==> config.mk <==
export PLATFORM = sky130hd
export DESIGN_NAME = acc_cpu
export DESIGN_NICKNAME = d
export VERILOG_FILES = /design/src/rtl/acc_cpu_pkg.sv /design/src/rtl/acc_cpu_rstsync.sv /design/src/rtl/acc_cpu_ctrl.sv /design/src/rtl/acc_cpu_irq.sv /design/src/rtl/acc_cpu_dpath.sv /design/src/rtl/acc_cpu.sv
export SDC_FILE = /design/constraint.sdc
export NUM_CORES = 1
export LEC_CHECK = 0
export ABC_AREA = 1
export BUFFER_PORTS_ARGS = -buffer_cell sky130_fd_sc_hd__buf_2
export CAP_MARGIN = 25
export CELL_PAD_IN_SITES_DETAIL_PLACEMENT = 1
export CELL_PAD_IN_SITES_GLOBAL_PLACEMENT = 1
export CORE_UTILIZATION = 40
export DETAILED_ROUTE_END_ITERATION = 12
export PLACE_DENSITY_LB_ADDON = 0.05
export SYNTH_ARGS = -nofsm -noshare
export SYNTH_HDL_FRONTEND = slang
export SYNTH_HIERARCHICAL = 1
export SYNTH_SLANG_ARGS = --single-unit
==> constraint.sdc <==
create_clock -name clk -period 3.8 [get_ports clk]
set_input_delay 0.38 -clock clk [delete_from_list [all_inputs] [get_ports clk]]
set_output_delay 0.38 -clock clk [all_outputs]
set_load 0.005 [all_outputs]
==> src/rtl/acc_cpu_pkg.sv <==
package acc_cpu_pkg;

  typedef enum logic [3:0] {
    ST_FETCH  = 4'd0,
    ST_FWAIT  = 4'd1,
    ST_DECODE = 4'd2,
    ST_EXEC   = 4'd3,
    ST_OPWAIT = 4'd4,
    ST_OPDONE = 4'd5,
    ST_STORE  = 4'd6,
    ST_INTCHK = 4'd7,
    ST_HALT   = 4'd8
  } cpu_state_t;

  localparam logic [3:0] OP_LOAD  = 4'h1;
  localparam logic [3:0] OP_STORE = 4'h2;
  localparam logic [3:0] OP_ADD   = 4'h5;
  localparam logic [3:0] OP_RETI  = 4'hA;
  localparam logic [3:0] OP_EI    = 4'hB;
  localparam logic [3:0] OP_HALT  = 4'hF;

  // Datapath strobes issued by the sequencer, one bundle per cycle
  typedef struct packed {
    logic pc_inc;
    logic pc_epc;
    logic mar_ir;
    logic mbr_mem;
    logic mbr_ac;
    logic ir_ld;
    logic ac_ld;
    logic ac_add;
    logic mem_we;
    logic set_ie;
    logic int_upd;
  } cpu_ctl_t;

endpackage

==> src/rtl/acc_cpu_rstsync.sv <==
module acc_cpu_rstsync (
  input  logic clk,
  input  logic rst_n,
  output logic rst_s_n
);

  logic [1:0] sync_q;

  always_ff @(posedge clk or negedge rst_n) begin
    if (!rst_n) begin
      sync_q <= 2'b00;
    end else begin
      sync_q <= {sync_q[0], 1'b1};
    end
  end

  assign rst_s_n = sync_q[1];

endmodule

==> src/rtl/acc_cpu_ctrl.sv <==
module acc_cpu_ctrl
  import acc_cpu_pkg::*;
(
  input  logic       clk,
  input  logic       rst_n,
  input  logic [3:0] opcode,
  output cpu_state_t state,
  output cpu_ctl_t   ctl,
  output logic       halted
);

  cpu_state_t state_q;
  cpu_state_t state_nxt;

  always_comb begin
    state_nxt = state_q;
    ctl       = '0;
    unique case (state_q)
      ST_FETCH: begin
        ctl.pc_inc = 1'b1;
        state_nxt  = ST_FWAIT;
      end
      ST_FWAIT: begin
        ctl.mbr_mem = 1'b1;
        state_nxt   = ST_DECODE;
      end
      ST_DECODE: begin
        ctl.ir_ld  = 1'b1;
        ctl.mar_ir = 1'b1;
        state_nxt  = ST_EXEC;
      end
      ST_EXEC: begin
        case (opcode)
          OP_LOAD, OP_ADD: state_nxt = ST_OPWAIT;
          OP_STORE: begin
            ctl.mbr_ac = 1'b1;
            state_nxt  = ST_STORE;
          end
          OP_RETI: begin
            ctl.pc_epc = 1'b1;
            ctl.set_ie = 1'b1;
            state_nxt  = ST_INTCHK;
          end
          OP_EI: begin
            ctl.set_ie = 1'b1;
            state_nxt  = ST_INTCHK;
          end
          OP_HALT: state_nxt = ST_HALT;
          default: state_nxt = ST_INTCHK;
        endcase
      end
      ST_OPWAIT: begin
        ctl.mbr_mem = 1'b1;
        state_nxt   = ST_OPDONE;
      end
      ST_OPDONE: begin
        ctl.ac_ld  = 1'b1;
        ctl.ac_add = (opcode == OP_ADD);
        state_nxt  = ST_INTCHK;
      end
      ST_STORE: begin
        ctl.mem_we = 1'b1;
        state_nxt  = ST_INTCHK;
      end
      ST_INTCHK: begin
        ctl.int_upd = 1'b1;
        state_nxt   = ST_FETCH;
      end
      ST_HALT: state_nxt = ST_HALT;
      default: state_nxt = ST_HALT;
    endcase
  end

  always_ff @(posedge clk or negedge rst_n) begin
    if (!rst_n) begin
      state_q <= ST_FETCH;
    end else begin
      state_q <= state_nxt;
    end
  end

  assign state  = state_q;
  assign halted = (state_q == ST_HALT);

endmodule

==> src/rtl/acc_cpu_irq.sv <==
module acc_cpu_irq #(
  parameter int ADDR_W = 12
) (
  input  logic              clk,
  input  logic              rst_n,
  input  logic              irq,
  input  logic              int_chk,
  input  logic              set_ie,
  input  logic [ADDR_W-1:0] pc,
  output logic              take,
  output logic              irq_en,
  output logic [ADDR_W-1:0] epc
);

  logic              ie_q, ie_nxt;
  logic              pend_q, pend_nxt;
  logic [ADDR_W-1:0] epc_q;
  logic              epc_en;

  assign take   = int_chk & ie_q & (pend_q | irq);
  assign epc_en = take;

  always_comb begin
    pend_nxt = pend_q | irq;
    if (take) pend_nxt = 1'b0;
    ie_nxt = ie_q;
    if (set_ie) ie_nxt = 1'b1;
    if (take)   ie_nxt = 1'b0;
  end

  always_ff @(posedge clk or negedge rst_n) begin
    if (!rst_n) begin
      ie_q   <= 1'b0;
      pend_q <= 1'b0;
      epc_q  <= '0;
    end else begin
      ie_q   <= ie_nxt;
      pend_q <= pend_nxt;
      if (epc_en) epc_q <= pc;
    end
  end

  assign irq_en = ie_q;
  assign epc    = epc_q;

endmodule

==> src/rtl/acc_cpu_dpath.sv <==
module acc_cpu_dpath
  import acc_cpu_pkg::*;
#(
  parameter int DATA_W       = 16,
  parameter int ADDR_W       = 12,
  parameter int RESET_PC     = 'h300,
  parameter int HANDLER_ADDR = 'hF00
) (
  input  logic              clk,
  input  logic              rst_n,
  input  cpu_ctl_t          ctl,
  input  logic              take,
  input  logic [ADDR_W-1:0] epc,
  input  logic [DATA_W-1:0] mem_rdata,
  output logic [ADDR_W-1:0] pc,
  output logic [ADDR_W-1:0] mar,
  output logic [DATA_W-1:0] mbr,
  output logic [DATA_W-1:0] ir,
  output logic [DATA_W-1:0] ac
);

  localparam logic [ADDR_W-1:0] START_ADDR = ADDR_W'(RESET_PC);
  localparam logic [ADDR_W-1:0] VEC_ADDR   = ADDR_W'(HANDLER_ADDR);

  logic [ADDR_W-1:0] pc_q, pc_nxt, mar_q, mar_nxt;
  logic [DATA_W-1:0] mbr_q, mbr_nxt, ir_q, ac_q, ac_nxt;
  logic              pc_en, mar_en, mbr_en, ir_en, ac_en;
  logic              vec;

  assign vec = ctl.int_upd & take;

  always_comb begin
    pc_en  = ctl.pc_inc | ctl.pc_epc | vec;
    pc_nxt = pc_q + 1'b1;
    if (ctl.pc_epc) pc_nxt = epc;
    if (vec)        pc_nxt = VEC_ADDR;

    mar_en  = ctl.mar_ir | ctl.int_upd;
    mar_nxt = pc_q;
    if (ctl.mar_ir) mar_nxt = mbr_q[ADDR_W-1:0];
    if (vec)        mar_nxt = VEC_ADDR;

    mbr_en  = ctl.mbr_mem | ctl.mbr_ac;
    mbr_nxt = ctl.mbr_ac ? ac_q : mem_rdata;

    ir_en = ctl.ir_ld;

    ac_en  = ctl.ac_ld;
    ac_nxt = ctl.ac_add ? (ac_q + mbr_q) : mbr_q;
  end

  always_ff @(posedge clk or negedge rst_n) begin
    if (!rst_n) begin
      pc_q  <= START_ADDR;
      mar_q <= START_ADDR;
      mbr_q <= '0;
      ir_q  <= '0;
      ac_q  <= '0;
    end else begin
      if (pc_en)  pc_q  <= pc_nxt;
      if (mar_en) mar_q <= mar_nxt;
      if (mbr_en) mbr_q <= mbr_nxt;
      if (ir_en)  ir_q  <= mbr_q;
      if (ac_en)  ac_q  <= ac_nxt;
    end
  end

  assign pc  = pc_q;
  assign mar = mar_q;
  assign mbr = mbr_q;
  assign ir  = ir_q;
  assign ac  = ac_q;

endmodule

==> src/rtl/acc_cpu.sv <==
module acc_cpu
  import acc_cpu_pkg::*;
#(
  parameter int DATA_W       = 16,
  parameter int RESET_PC     = 'h300,
  parameter int HANDLER_ADDR = 'hF00,
  localparam int OPC_W       = 4,
  localparam int ADDR_W      = DATA_W - OPC_W
) (
  input  logic              clk,
  input  logic              rst_n,
  input  logic              irq,
  output logic [ADDR_W-1:0] mem_addr,
  output logic [DATA_W-1:0] mem_wdata,
  output logic              mem_we,
  input  logic [DATA_W-1:0] mem_rdata,
  output logic              halt,
  output logic [ADDR_W-1:0] dbg_pc,
  output logic [DATA_W-1:0] dbg_ir,
  output logic [DATA_W-1:0] dbg_ac
);

  logic              rst_s_n;
  cpu_state_t        state;
  cpu_ctl_t          ctl;
  logic              take;
  logic              irq_en;
  logic [ADDR_W-1:0] epc;
  logic [ADDR_W-1:0] pc_q, mar_q;
  logic [DATA_W-1:0] mbr_q, ir_q, ac_q;
  logic [OPC_W-1:0]  opcode;

  assign opcode = ir_q[DATA_W-1 -: OPC_W];

  acc_cpu_rstsync u_rst (
    .clk     (clk),
    .rst_n   (rst_n),
    .rst_s_n (rst_s_n)
  );

  acc_cpu_ctrl u_ctrl (
    .clk    (clk),
    .rst_n  (rst_s_n),
    .opcode (opcode),
    .state  (state),
    .ctl    (ctl),
    .halted (halt)
  );

  acc_cpu_irq #(.ADDR_W(ADDR_W)) u_irq (
    .clk     (clk),
    .rst_n   (rst_s_n),
    .irq     (irq),
    .int_chk (ctl.int_upd),
    .set_ie  (ctl.set_ie),
    .pc      (pc_q),
    .take    (take),
    .irq_en  (irq_en),
    .epc     (epc)
  );

  acc_cpu_dpath #(
    .DATA_W       (DATA_W),
    .ADDR_W       (ADDR_W),
    .RESET_PC     (RESET_PC),
    .HANDLER_ADDR (HANDLER_ADDR)
  ) u_dpath (
    .clk       (clk),
    .rst_n     (rst_s_n),
    .ctl       (ctl),
    .take      (take),
    .epc       (epc),
    .mem_rdata (mem_rdata),
    .pc        (pc_q),
    .mar       (mar_q),
    .mbr       (mbr_q),
    .ir        (ir_q),
    .ac        (ac_q)
  );

  assign mem_addr  = mar_q;
  assign mem_wdata = mbr_q;
  assign mem_we    = ctl.mem_we;
  assign dbg_pc    = pc_q;
  assign dbg_ir    = ir_q;
  assign dbg_ac    = ac_q;

endmodule

==> flow_summary.yaml <==
outcome:
  run_status: "finished clean"
timing:
  finalSetupTns_ns: 0
  report.final.setup_viol: 0
  timing_max_transition_violations_final: 0
  timing.final.crit_share: 0.6084
  slew-limit-headroom: 0.5153
  hold_viol_final: 0
  final.setup_skew_ns: 0.005716
  worst_pin_slew_ns: 0.7231
  clock.fmax_mhz: 432.5
  grt_setup_unrepaired: "no"
  min_period_ns: 2.312
hold_path:
  worstHoldPathType: "reg2async"
cts:
  cts_setup_buffers: 0
  clock_tree.root_cell: "sky130_fd_sc_hd__clkbuf_16"
  cts_tree: "built"
  clock_tree.buffer_depth: 2
  cts_hold_repair.buffers: 1
  insertion_delay_ns: 0.35
  tritoncts_num_sinks: 92
  htree_levels: 3
  cts.repair.resized: 0
  tritoncts.num_buffers: 9
  clk_pin_slew_ns: 0.07
floorplan:
  core_um2: 12770
  die_h_um: 117.1
  num_rows: 41
  num_io_pins: 93
  die_width_um: 117.1
  design.die.area_um2: 13720
  initial_core_utilization: 0.4151
critical_path:
  critical_path_required_ns: 4.03
  critical_path.startpoint_type: "flip-flop"
  reg2reg_depth: 14
  crit_path_max_fanout: 14
  crit_arrival_ns: 2.54
  cp-end-kind: "flip-flop"
  kind_of_critical_path: "reg2reg"
synth:
  netlist_instances: 694
  largest_family_of_logic_cells_by_synthesized_area: "simple AND/OR/NAND/NOR gates"
  post_synth_fa_ha_maj_area_fraction: 0.04153
  synth_largest_type_area_fraction: 0.4153
  count_of_yosys_warnings_during_synthesis: 6
  synth_sequential_area_ratio: 0.4351
  average_cell_area_after_synthesis_um2: 7.641
  synthXorXnorAreaFrac: 0.01652
  async_reset_ff_frac: 1.000
  synthMuxAreaShare: 0.004247
  synthesis.nets: 730
  postSynth.topFlopCell: "sky130_fd_sc_hd__dfrtp_1"
  synth-edff-count: 0
  yosys.area_share.simple: 0.2891
  complex_gate_fraction_of_the_synthesized_area: 0.1222
  synth.top_cells.by_area: "sky130_fd_sc_hd__dfrtp_1, sky130_fd_sc_hd__nand2_1, sky130_fd_sc_hd__inv_1, sky130_fd_sc_hd__a21oi_1, sky130_fd_sc_hd__nor2_1"
  synth_top_cell_by_area: "sky130_fd_sc_hd__dfrtp_1"
  synth_seq_cells: 92
  syn_area_um2: 5303
  synthDistinctLibCells: 42
drt:
  drt_pass1_iterations: 4
  route.detailed.wl_per_inst_um: 16.83
  highest_layer: "met4"
  drt-vias-per-instance: 5.181
  drt_wl_total_um: 16160
  postRouteAntennaNets: 0
  met1Wirelength_um: 7665
  met2RoutedLength_um: 7565
  drt_drc_violations_left: 0
  drt_iter0_drc: 248
  vias: 4974
  dr_wl_met3_um: 706
final_layout:
  antenna_cells_inserted: 0
  final_layout_size_suffix_gt1_frac: 0.2208
  final_cell_area_um2: 6250
  nNetsFinal: 819
  flow.area_growth_from_synthesis_pct: 17.86
  final_core_util: 0.4893
placed_design:
  port_buffers: 92
  instance_area_at_placement_um2: 5912
  finalWeightedCongestion: 0.8311
  detailed_place_hpwl_um: 12280
power_and_ir_drop:
  peakVddDrop_mv: 0.3655
  cellPowerDensity_nw_per_um2: 929.0
  p_leak_nw: 3.176
grt:
  grt_remaining_overflow: 0
  number_of_antenna_violations_at_the_first_check_in_global_routing: 0
  grt_use_total: 0.2525
  maximum_number_of_pins_on_one_net_before_global_route_repair: 80
  grt_first_pass_wirelength_um: 26300
  first_global_vias: 5055
flow_run:
  cap_viol_max_count: 0
==> worst max-delay path, cell delays in order (launching register included) <==
cell and delay, ns:
sky130_fd_sc_hd__dfrtp_1 0.42, sky130_fd_sc_hd__inv_1 0.09, sky130_fd_sc_hd__nor2_2 0.05, sky130_fd_sc_hd__inv_1 0.10
sky130_fd_sc_hd__nor2_1 0.09, sky130_fd_sc_hd__nand2_2 0.10, sky130_fd_sc_hd__clkinv_4 0.13, sky130_fd_sc_hd__nand2_4 0.25
sky130_fd_sc_hd__inv_1 0.09, sky130_fd_sc_hd__nand2_1 0.08, sky130_fd_sc_hd__inv_1 0.07, sky130_fd_sc_hd__nor2_2 0.27
sky130_fd_sc_hd__inv_1 0.22, sky130_fd_sc_hd__a21oi_1 0.16, sky130_fd_sc_hd__a22oi_1 0.08
==> path summary, 6_finish.rpt <==
check | slack [ns] | start | to
setup / recovery | 1.49 | u_ctrl/state[2] | u_dpath/pc[10]
hold / removal | 0.16 | u_rst/sync_q[1] | u_dpath/mbr[2]
setup reg to reg | 1.49 | u_ctrl/state[2] | u_dpath/pc[10]
hold reg to reg | 0.16 | u_rst/sync_q[1] | u_dpath/mbr[2]
max in group asynchronous | 2.81 | u_rst/sync_q[1] | u_dpath/mbr[13]
min in group clk | 0.27 | mem_rdata[15] | u_dpath/mbr[15]
==> power breakdown <==
group          leakage, nW  total [mW]  internal (mW)  switching [mW]
Sequential            1.08        1.88           1.40           0.477
Combinational         1.96        3.00           1.14            1.86
Clock                0.138       0.926          0.512           0.413
Total                 3.18        5.81           3.05            2.75
==> cell type report <==
class | count | area [um^2]
Clock inverter | 7 | 75.07
Timing Repair Buffer | 99 | 535.5
Multi-Input combinational cell | 486 | 2525
Fill cell | 1606 | 6524
Sequential cell | 92 | 2311
Tap cell | 172 | 215.2
Clock buffer | 9 | 225.2
Inverter | 95 | 362.8
==> Yosys cell counts (all sizes together), types with 4 or more instances <==
library cell and instances:
a21oi 49, a221oi 6, buf 10, clkbuf 11
dfrtp 88, dfstp 4, ha 16, inv 92
nand2 187, nand3 46, nor2 73, nor3 27
o211ai 4, o21ai 40, o22ai 15, xnor2 7
==> cell usage in the layout, fill, tap and decap left out, types with 2 or more instances in the layout <==
cell | synthesis | final
sky130_fd_sc_hd__a21oi_1 | 49 | 49
sky130_fd_sc_hd__a221oi_1 | 6 | 6
sky130_fd_sc_hd__a22oi_1 | 2 | 2
sky130_fd_sc_hd__buf_2 | 6 | 92
sky130_fd_sc_hd__buf_4 | 2 | 5
sky130_fd_sc_hd__clkbuf_16 | 0 | 9
sky130_fd_sc_hd__clkinv_2 | 1 | 2
sky130_fd_sc_hd__clkinv_4 | 1 | 2
sky130_fd_sc_hd__clkinvlp_4 | 0 | 3
sky130_fd_sc_hd__dfrtp_1 | 88 | 87
sky130_fd_sc_hd__dfstp_2 | 4 | 4
sky130_fd_sc_hd__ha_1 | 16 | 16
sky130_fd_sc_hd__inv_1 | 84 | 84
sky130_fd_sc_hd__inv_2 | 8 | 8
sky130_fd_sc_hd__mux2_2 | 2 | 2
sky130_fd_sc_hd__nand2_1 | 160 | 160
sky130_fd_sc_hd__nand2_2 | 23 | 23
sky130_fd_sc_hd__nand2_4 | 4 | 4
sky130_fd_sc_hd__nand3_1 | 44 | 44
sky130_fd_sc_hd__nand3_2 | 2 | 2
sky130_fd_sc_hd__nand3b_1 | 2 | 2
sky130_fd_sc_hd__nor2_1 | 65 | 65
sky130_fd_sc_hd__nor2_2 | 5 | 5
sky130_fd_sc_hd__nor2_4 | 3 | 3
sky130_fd_sc_hd__nor3_1 | 25 | 23
sky130_fd_sc_hd__nor3_2 | 1 | 3
sky130_fd_sc_hd__o211ai_1 | 4 | 4
sky130_fd_sc_hd__o21ai_0 | 28 | 28
sky130_fd_sc_hd__o21ai_1 | 11 | 11
sky130_fd_sc_hd__o22ai_1 | 15 | 15
sky130_fd_sc_hd__or2_1 | 2 | 2
sky130_fd_sc_hd__xnor2_1 | 7 | 7
sky130_fd_sc_hd__xor2_1 | 3 | 3
==> metrics by stage <==
stage                     total power [mW]  instances  hold slack [ns]  worst slack (ns)
after floorplan                      3.779        694          0.08441             1.055
after global routing                 6.387        960           0.1762             1.253
after CTS                            5.843        959           0.2598             1.492
after detailed placement             4.884        942           0.1667             1.505
after global placement               4.750        942           0.1644             1.589
final                                5.806        960           0.1619             1.488
==> routing by layer <==
metal / vias to the layer above / GRT usage
met5: - / 0
met4: 0 / 0.07595
met3: 12 / 0.03913
met2: 99 / 0.4205
met1: 2445 / 0.3397
li1: 2418 / -
==> sequential cells by signal, summed over array words and instances (netlist names) <==
signal / cells
u_dpath/ac: 16
u_dpath/ir: 16
u_dpath/mbr: 16
u_dpath/mar: 12
u_dpath/pc: 12
u_irq/epc: 12
u_ctrl/state: 4
u_rst/sync_q: 2
u_irq/irq_en: 1
u_irq/pend_q: 1
==> kinds of logic after synthesis <==
family          count (synthesis)
compound gates                117
mux                             2
buf+inv                       116
xor+xnor                       10
simple gates                  339
flops                          92
fa+ha+maj                      17
other cells                     1
(Power assumes the default switching activity.)
